[config.mk]
export PLATFORM = sky130hd
export DESIGN_NAME = fdiv_fixup
export DESIGN_NICKNAME = d
export VERILOG_FILES = /design/src/rtl/fdiv_fixup_pkg.sv /design/src/rtl/fp_classify.sv /design/src/rtl/fix_priority.sv /design/src/rtl/fix_result.sv /design/src/rtl/fdiv_fixup.sv
export SDC_FILE = /design/constraint.sdc
export NUM_CORES = 1
export LEC_CHECK = 0
export ABC_AREA = 0
export BUFFER_PORTS_ARGS = -buffer_cell sky130_fd_sc_hd__buf_2
export CAP_MARGIN = 20
export CORE_ASPECT_RATIO = 2
export CORE_MARGIN = 8
export CORE_UTILIZATION = 43
export CTS_CLUSTER_DIAMETER = 120
export DETAILED_ROUTE_END_ITERATION = 16
export PLACE_DENSITY_LB_ADDON = 0.1
export SLEW_MARGIN = 20
export SYNTH_ARGS = -nofsm -noshare
export SYNTH_HDL_FRONTEND = slang
export SYNTH_SLANG_ARGS = --single-unit
export TNS_END_PERCENT = 30
[constraint.sdc]
create_clock -name clk -period 2.86 [get_ports clk]
set_input_delay 0.572 -clock clk [delete_from_list [all_inputs] [get_ports clk]]
set_output_delay 0.572 -clock clk [all_outputs]
set_load 0.01 [all_outputs]
[src/rtl/fdiv_fixup_pkg.sv]
// Package: shared types for the division fixup unit.
// Assumes IEEE-754 binary32 or binary64 layouts.
package fdiv_fixup_pkg;
    // Operand class flags produced by the classifier.
    typedef struct packed {
        logic is_nan;
        logic is_inf;
        logic is_zero;
        logic sign;
    } fp_class_t;

    // Which priority row selected the result.
    typedef enum logic [2:0] {
        SEL_DEN_NAN = 3'd0,
        SEL_NUM_NAN = 3'd1,
        SEL_ZZ      = 3'd2,
        SEL_II      = 3'd3,
        SEL_DZERO   = 3'd4,
        SEL_DINF    = 3'd5,
        SEL_QNAN    = 3'd6,
        SEL_PASS    = 3'd7
    } fix_sel_e;
endpackage

[src/rtl/fp_classify.sv]
// Module: fp_classify
// Classifies one IEEE-754 value as NaN, infinity or zero, and returns its sign.
// Assumes: the width is 32 or 64; denormals count as finite and non-zero.
module fp_classify
    import fdiv_fixup_pkg::*;
#(
    parameter int W = 32
) (
    input  logic [W-1:0] val_i,
    output fp_class_t    cls_o
);
    localparam int EW = (W == 64) ? 11 : 8;
    localparam int MW = W - 1 - EW;

    logic [EW-1:0] exp_f;
    logic [MW-1:0] man_f;

    // Split the fields and derive the class flags.
    always_comb begin
        exp_f = val_i[W-2 -: EW];
        man_f = val_i[MW-1:0];
        cls_o.sign    = val_i[W-1];
        cls_o.is_nan  = (&exp_f) && (|man_f);
        cls_o.is_inf  = (&exp_f) && !(|man_f);
        cls_o.is_zero = !(|exp_f) && !(|man_f);
    end
endmodule

[src/rtl/fix_priority.sv]
// Module: fix_priority
// Picks the special-case row from the operand classes, in fixed priority order.
// Assumes: the classes come from fp_classify.
module fix_priority
    import fdiv_fixup_pkg::*;
(
    input  fp_class_t q_cls,
    input  fp_class_t d_cls,
    input  fp_class_t n_cls,
    output fix_sel_e  sel_o
);
    // The first matching row wins.
    always_comb begin
        if (d_cls.is_nan && !n_cls.is_nan)            sel_o = SEL_DEN_NAN;
        else if (n_cls.is_nan)                        sel_o = SEL_NUM_NAN;
        else if (d_cls.is_zero && n_cls.is_zero)      sel_o = SEL_ZZ;
        else if (d_cls.is_inf && n_cls.is_inf)        sel_o = SEL_II;
        else if (d_cls.is_zero)                       sel_o = SEL_DZERO;
        else if (d_cls.is_inf)                        sel_o = SEL_DINF;
        else if (q_cls.is_nan)                        sel_o = SEL_QNAN;
        else                                          sel_o = SEL_PASS;
    end

    // Immediate checks that the chosen row agrees with the classes.
    always_comb begin
        if (sel_o == SEL_PASS)
            assert_pass_clean_R8: assert (!d_cls.is_nan && !n_cls.is_nan
                && !d_cls.is_zero && !d_cls.is_inf && !q_cls.is_nan);
        if (sel_o == SEL_II)
            assert_ii_inputs_R4: assert (d_cls.is_inf && n_cls.is_inf);
    end
endmodule

[src/rtl/fix_result.sv]
// Module: fix_result
// Builds the output word for the selected priority row.
// Assumes: the width is 32 or 64; the sign product is the XOR of the sign bits.
module fix_result
    import fdiv_fixup_pkg::*;
#(
    parameter int W = 32
) (
    input  fix_sel_e     sel_i,
    input  logic [W-1:0] quot_i,
    input  logic [W-1:0] den_i,
    input  logic [W-1:0] num_i,
    output logic [W-1:0] res_o
);
    localparam int EW = (W == 64) ? 11 : 8;
    localparam int MW = W - 1 - EW;
    localparam logic [W-1:0] QBIT  = {{(W-MW){1'b0}}, 1'b1, {(MW-1){1'b0}}};
    localparam logic [W-1:0] INF_P = {1'b0, {EW{1'b1}}, {MW{1'b0}}};
    localparam logic [W-1:0] DNAN  = INF_P | QBIT;

    logic sgn_x;

    // Form the result word from the row and the sign product.
    always_comb begin
        sgn_x = den_i[W-1] ^ num_i[W-1];
        unique case (sel_i)
            SEL_DEN_NAN: res_o = den_i | QBIT;
            SEL_NUM_NAN: res_o = num_i | QBIT;
            SEL_ZZ:      res_o = DNAN;
            SEL_II:      res_o = {1'b1, DNAN[W-2:0]};
            SEL_DZERO,
            SEL_QNAN:    res_o = {sgn_x, INF_P[W-2:0]};
            SEL_DINF:    res_o = {sgn_x, {(W-1){1'b0}}};
            default:     res_o = quot_i;
        endcase
    end
endmodule

[src/rtl/fdiv_fixup.sv]
// Module: fdiv_fixup (top)
// Replaces an estimated divide quotient with the IEEE special result when the
// operands call for one. DOUBLE selects binary64; REG_OUT adds one output stage.
// Assumes: synchronous active-low reset; the operands are held while in_valid is high.
module fdiv_fixup
    import fdiv_fixup_pkg::*;
#(
    parameter bit DOUBLE  = 1'b0,
    parameter bit REG_OUT = 1'b1,
    localparam int W = DOUBLE ? 64 : 32
) (
    input  logic         clk,
    input  logic         rst_n,
    input  logic         in_valid,
    input  logic [W-1:0] quot_i,
    input  logic [W-1:0] den_i,
    input  logic [W-1:0] num_i,
    output logic         out_valid,
    output logic [W-1:0] result_o
);
    localparam int EW = DOUBLE ? 11 : 8;
    localparam int MW = W - 1 - EW;

    fp_class_t q_cls, d_cls, n_cls;
    fix_sel_e  sel;
    logic [W-1:0] fix_w;

    fp_classify #(.W(W)) u_cls_q (.val_i(quot_i), .cls_o(q_cls));
    fp_classify #(.W(W)) u_cls_d (.val_i(den_i),  .cls_o(d_cls));
    fp_classify #(.W(W)) u_cls_n (.val_i(num_i),  .cls_o(n_cls));

    fix_priority u_prio (.q_cls(q_cls), .d_cls(d_cls), .n_cls(n_cls), .sel_o(sel));

    fix_result #(.W(W)) u_res (
        .sel_i(sel), .quot_i(quot_i), .den_i(den_i), .num_i(num_i), .res_o(fix_w)
    );

    generate
        if (REG_OUT) begin : g_reg
            logic         vld_q;
            logic [W-1:0] res_q;

            // Capture the result when valid; clear on reset.
            always_ff @(posedge clk) begin
                if (!rst_n) begin
                    vld_q <= 1'b0;
                    res_q <= '0;
                end else begin
                    vld_q <= in_valid;
                    if (in_valid) res_q <= fix_w;
                end
            end
            assign out_valid = vld_q;
            assign result_o  = res_q;

            assert_valid_lat_R9: assert property (@(posedge clk) disable iff (!rst_n)
                in_valid |=> out_valid);
            assert_hold_R9: assert property (@(posedge clk) disable iff (!rst_n)
                !in_valid |=> $stable(result_o));
            assert_reset_R10: assert property (@(posedge clk)
                !rst_n |=> (!out_valid && result_o == '0));
            assert_nan_quiet_R1: assert property (@(posedge clk) disable iff (!rst_n)
                (in_valid && d_cls.is_nan) |=> (&result_o[W-2 -: EW]) && result_o[MW-1]);
            assert_ii_neg_R4: assert property (@(posedge clk) disable iff (!rst_n)
                (in_valid && d_cls.is_inf && n_cls.is_inf) |=> result_o[W-1]);
        end else begin : g_comb
            assign out_valid = in_valid;
            assign result_o  = fix_w;
        end
    endgenerate
endmodule

==> Implementation_results.wiki <==
{| class="wikitable"
! Metric !! Value
|-
| Fraction of power spent switching nets || 27.8%
|-
| Wire per inst || 18.1 um
|-
| Dominant cell by count in the synthesized netlist || sky130_fd_sc_hd__nand2_1
|-
| Final routed wirelength across all metal layers || 7880 um
|-
| Detailed placer's ending HPWL || between 6000 and 7000 um
|-
| Sequential standard cell area || 661 sq um
|-
| Total setup buffers inserted after CTS || 0
|-
| Combined area of the multi-input logic cells || 1320 sq um
|-
| Ranking of synthesized cells by area || sky130_fd_sc_hd__dfxtp_1, sky130_fd_sc_hd__a41oi_2, sky130_fd_sc_hd__nand2_1
|-
| Async set-reset flop share out of synthesis || 0%
|-
| Startpoint types || input pin
|-
| Remaining max-slew budget at the tightest pin || 63.4%
|-
| Remaining DRCs || 0
|-
| Final critical-path share of the clock period || 81.7%
|-
| IO buf count || 131
|-
| Average instance area after synthesis || 8.53 sq um
|-
| Start point of the worst min-delay path || result_o[27]$_SDFFE_PN0P_
|-
| Min cycle time layout || 2.34 ns
|-
| Synthesized Nets || 350
|-
| Static leakage || between 1 and 1.5 nW
|-
| Cell-internal power || 792 uW
|-
| Mapped Area || 2140 sq um
|-
| DIE AREA || 7630 sq um
|-
| Hold buffer count at CTS || 0
|-
| Sequential power share || approximately 46%
|-
| H-tree levels || 2
|-
| Number of fill cells || 491
|-
| Result of the run || complete, no violations
|-
| EDFF count, synth || 0
|-
| Reg2Reg Setup Slack || between 2 and 2.5 ns
|-
| Cell Rows || 36
|-
| Share of synthesized area occupied by flip-flops and latches || 30.8%
|-
| Hold-critical path endpoint || result_o[27]$_SDFFE_PN0P_
|-
| Data arrival time of the worst path || 2.50 ns
|-
| Dominant synthesized flop cell || sky130_fd_sc_hd__dfxtp_1
|-
| Unique cell type count in the Yosys netlist || 36
|-
| CTS Buf Count || 5
|-
| Total Negative Setup Slacks || 0 ns
|-
| Via count || approximately 2500
|-
| Total iterations of the first detailed-routing run || 4
|-
| Antenna violations before repair || 0
|-
| Power Density || 383 nW/um^2
|-
| Cell depth of the worst flop-to-flop path || 2
|-
| Final setup viols || 0
|-
| Crit path kind || in2reg
|-
| Net switching power || 305 uW
|-
| Fraction of layout cells with a size suffix above 1 || 48.0%
|-
| Initial standard-cell utilization of the core || ~44%
|-
| Grt ovf || 0
|-
| Hold violation total from the final report || 0
|-
| Part of the power in combinational logic || around a fifth
|-
| Number of nets with antenna violations after routing || 0
|-
| Root buffer cell || sky130_fd_sc_hd__clkbuf_8
|-
| Critical R2R Launch || result_o[16]$_SDFFE_PN0P_
|-
| Clock skew || 0 ns
|-
| Warning count from the yosys run || 0
|-
| Die span in y || 116 um
|-
| CP endpoint kind || register
|-
| Clk_lat worst skew || 0.28 ns
|-
| Final max-slew violation count || 0
|-
| Post-synthesis sequential element count || 33
|-
| Transition at the pin with the smallest max-transition slack || 0.544 ns
|-
| TritonCTS clock tree || done
|-
| Overall routing resource usage || 20.6%
|-
| Post-CTS clock slew at the launch and capture registers of the worst setup and hold paths || 0.07 ns
|-
| Die Width || between 60 and 70 um
|-
| Final core utilization || 59.4%
|-
| Hold WC Path Type || reg2reg
|-
| CORE AREA || 4820 sq um
|-
| Resized Gates After CTS || 0
|-
| WP data required || 3.03 ns
|-
| Reported max-cap violation count || 0
|-
| List of most frequent post-synthesis cells || sky130_fd_sc_hd__nand2_1, sky130_fd_sc_hd__dfxtp_1, sky130_fd_sc_hd__o21ai_0, sky130_fd_sc_hd__nor4_1, sky130_fd_sc_hd__nor2_1
|-
| Ratio of routed vias to standard cells || 5.70
|-
| Count of routing violations after the opening detailed-route iteration || 122
|-
| Pin count of the biggest net entering global routing || 34
|-
| Fraction of power consumed by the clock network || 32.9%
|-
| Top Ports || 132
|-
| Setup repair after global routing missed its margin || no
|-
| Final weighted congestion of routability-driven global placement || 0.869
|-
| Most area-hungry cell type in the Yosys netlist || sky130_fd_sc_hd__dfxtp_1
|-
| Hold Path Stages || 1
|-
| Global-route wire length before repair || roughly 12000 um
|-
| Max Fanout on Critical Path || 15
|-
| Maximum buffer depth of the clock tree || 2
|-
| Maximum clock frequency || 0.428 GHz
|-
| Top cell type's share of synthesized area || 30.8%
|-
| Worst R2R End || result_o[16]$_SDFFE_PN0P_
|-
| ANT cells || 0
|-
| Net total in the final layout || 478
|-
| Via count of the first global-routing pass || about 2700
|-
| Synth-to-layout area growth || 33.7%
|-
| Total number of clock tree sinks || 33
|-
| IR drop worst, VDD || 0.000283 V
|-
| Instance count of the mapped netlist || 251
|}
-- state kept, by name (all words and copies together) (netlist names) --
| signal | flops |
|---|---|
| result_o | 32 |
| out_valid | 1 |
-- worst max-delay path: stages --
cell and delay, ns:
sky130_fd_sc_hd__buf_2 0.11, sky130_fd_sc_hd__nor4_1 0.42, sky130_fd_sc_hd__nand4_1 0.21, sky130_fd_sc_hd__nor4_1 0.45, sky130_fd_sc_hd__a221oi_4 0.11, sky130_fd_sc_hd__buf_4 0.23
sky130_fd_sc_hd__a222oi_1 0.29, sky130_fd_sc_hd__o21ai_1 0.12
-- placed cells by master (no fill, tap or decap), drive strengths merged, types with 8 or more instances in the layout --
| master | n |
|---|---|
| dfxtp | 33 |
| buf | 140 |
| a22o | 8 |
| nand2 | 43 |
| nand3b | 9 |
| nor4 | 20 |
| nor2 | 14 |
| a21oi | 8 |
| o21ai | 25 |
| a41oi | 14 |
| a31oi | 9 |
| nand4 | 9 |
| nand3 | 22 |
-- per-stage QoR --
| stage | total power [mW] | cell area, sq um | hold slack, ns | setup slack, ns | cells |
|---|---|---|---|---|---|
| global route | 1.16 | 2860 | 0.502 | 0.396 | 436 |
| CTS | 1.11 | 2860 | 0.482 | 0.541 | 436 |
| global placement | 0.745 | 2780 | 0.458 | 0.261 | 429 |
| finish | 1.10 | 2860 | 0.476 | 0.523 | 436 |
| floorplan | 0.614 | 2140 | 0.494 | 0.573 | 251 |
| detailed placement | 0.747 | 2780 | 0.468 | 0.244 | 429 |
-- worst max path at each step --
stage                     slack (ns)  startpoint                        end
after CTS                       0.54   num_i[10]  result_o[31]$_SDFFE_PN0P_
after global routing            0.40    num_i[1]  result_o[31]$_SDFFE_PN0P_
after detailed placement        0.24   num_i[10]  result_o[31]$_SDFFE_PN0P_
final                           0.52    num_i[1]  result_o[31]$_SDFFE_PN0P_
after global placement          0.26   num_i[10]  result_o[31]$_SDFFE_PN0P_
after floorplan                 0.57   den_i[10]  result_o[24]$_SDFFE_PN0P_
-- cell families (layout without fill, tap and decap cells) --
| logic type | count (synthesis) | after routing | share of synthesized area, % |
|---|---|---|---|
| multiplexers | 1 | 1 | 0.526 |
| flip-flops | 33 | 33 | 30.8 |
| buffers and inverters | 21 | 149 | 7.89 |
| AO/OA/AOI/OAI | 71 | 71 | 27.4 |
| XOR/XNOR | 1 | 1 | 0.409 |
| AND/OR/NAND/NOR | 124 | 124 | 32.9 |
-- power groups by stage --
| stage | Combinational (mW) | Clock, mW | Sequential (mW) |
|---|---|---|---|
| 5_1_grt | 0.253 | 0.396 | 0.509 |
| 2_1_floorplan | 0.0841 | 0 | 0.530 |
| 4_1_cts | 0.232 | 0.370 | 0.506 |
| 6_report | 0.231 | 0.361 | 0.506 |
| 3_5_place_dp | 0.231 | 0 | 0.516 |
| 3_3_place_gp | 0.229 | 0 | 0.516 |
-- per-layer routing --
layer / vias to the layer above / GRT usage (%) / wire length [um]
met5: - / 0 / 0
li1: 1209 / - / -
met1: 1162 / 20.9 / 2900
met2: 104 / 37.5 / 4140
met3: 11 / 6.78 / 673
met4: 0 / 7.48 / 166
-- area by class of cell --
class	count	share of cell area, %
Timing Repair Buffer	140	25.3
Inverter	2	0.262
Tap cell	57	2.49
Multi-Input combinational cell	197	45.9
Sequential cell	33	23.1
Clock buffer	7	3.01
Note: power is estimated with default switching activity, not from simulation.
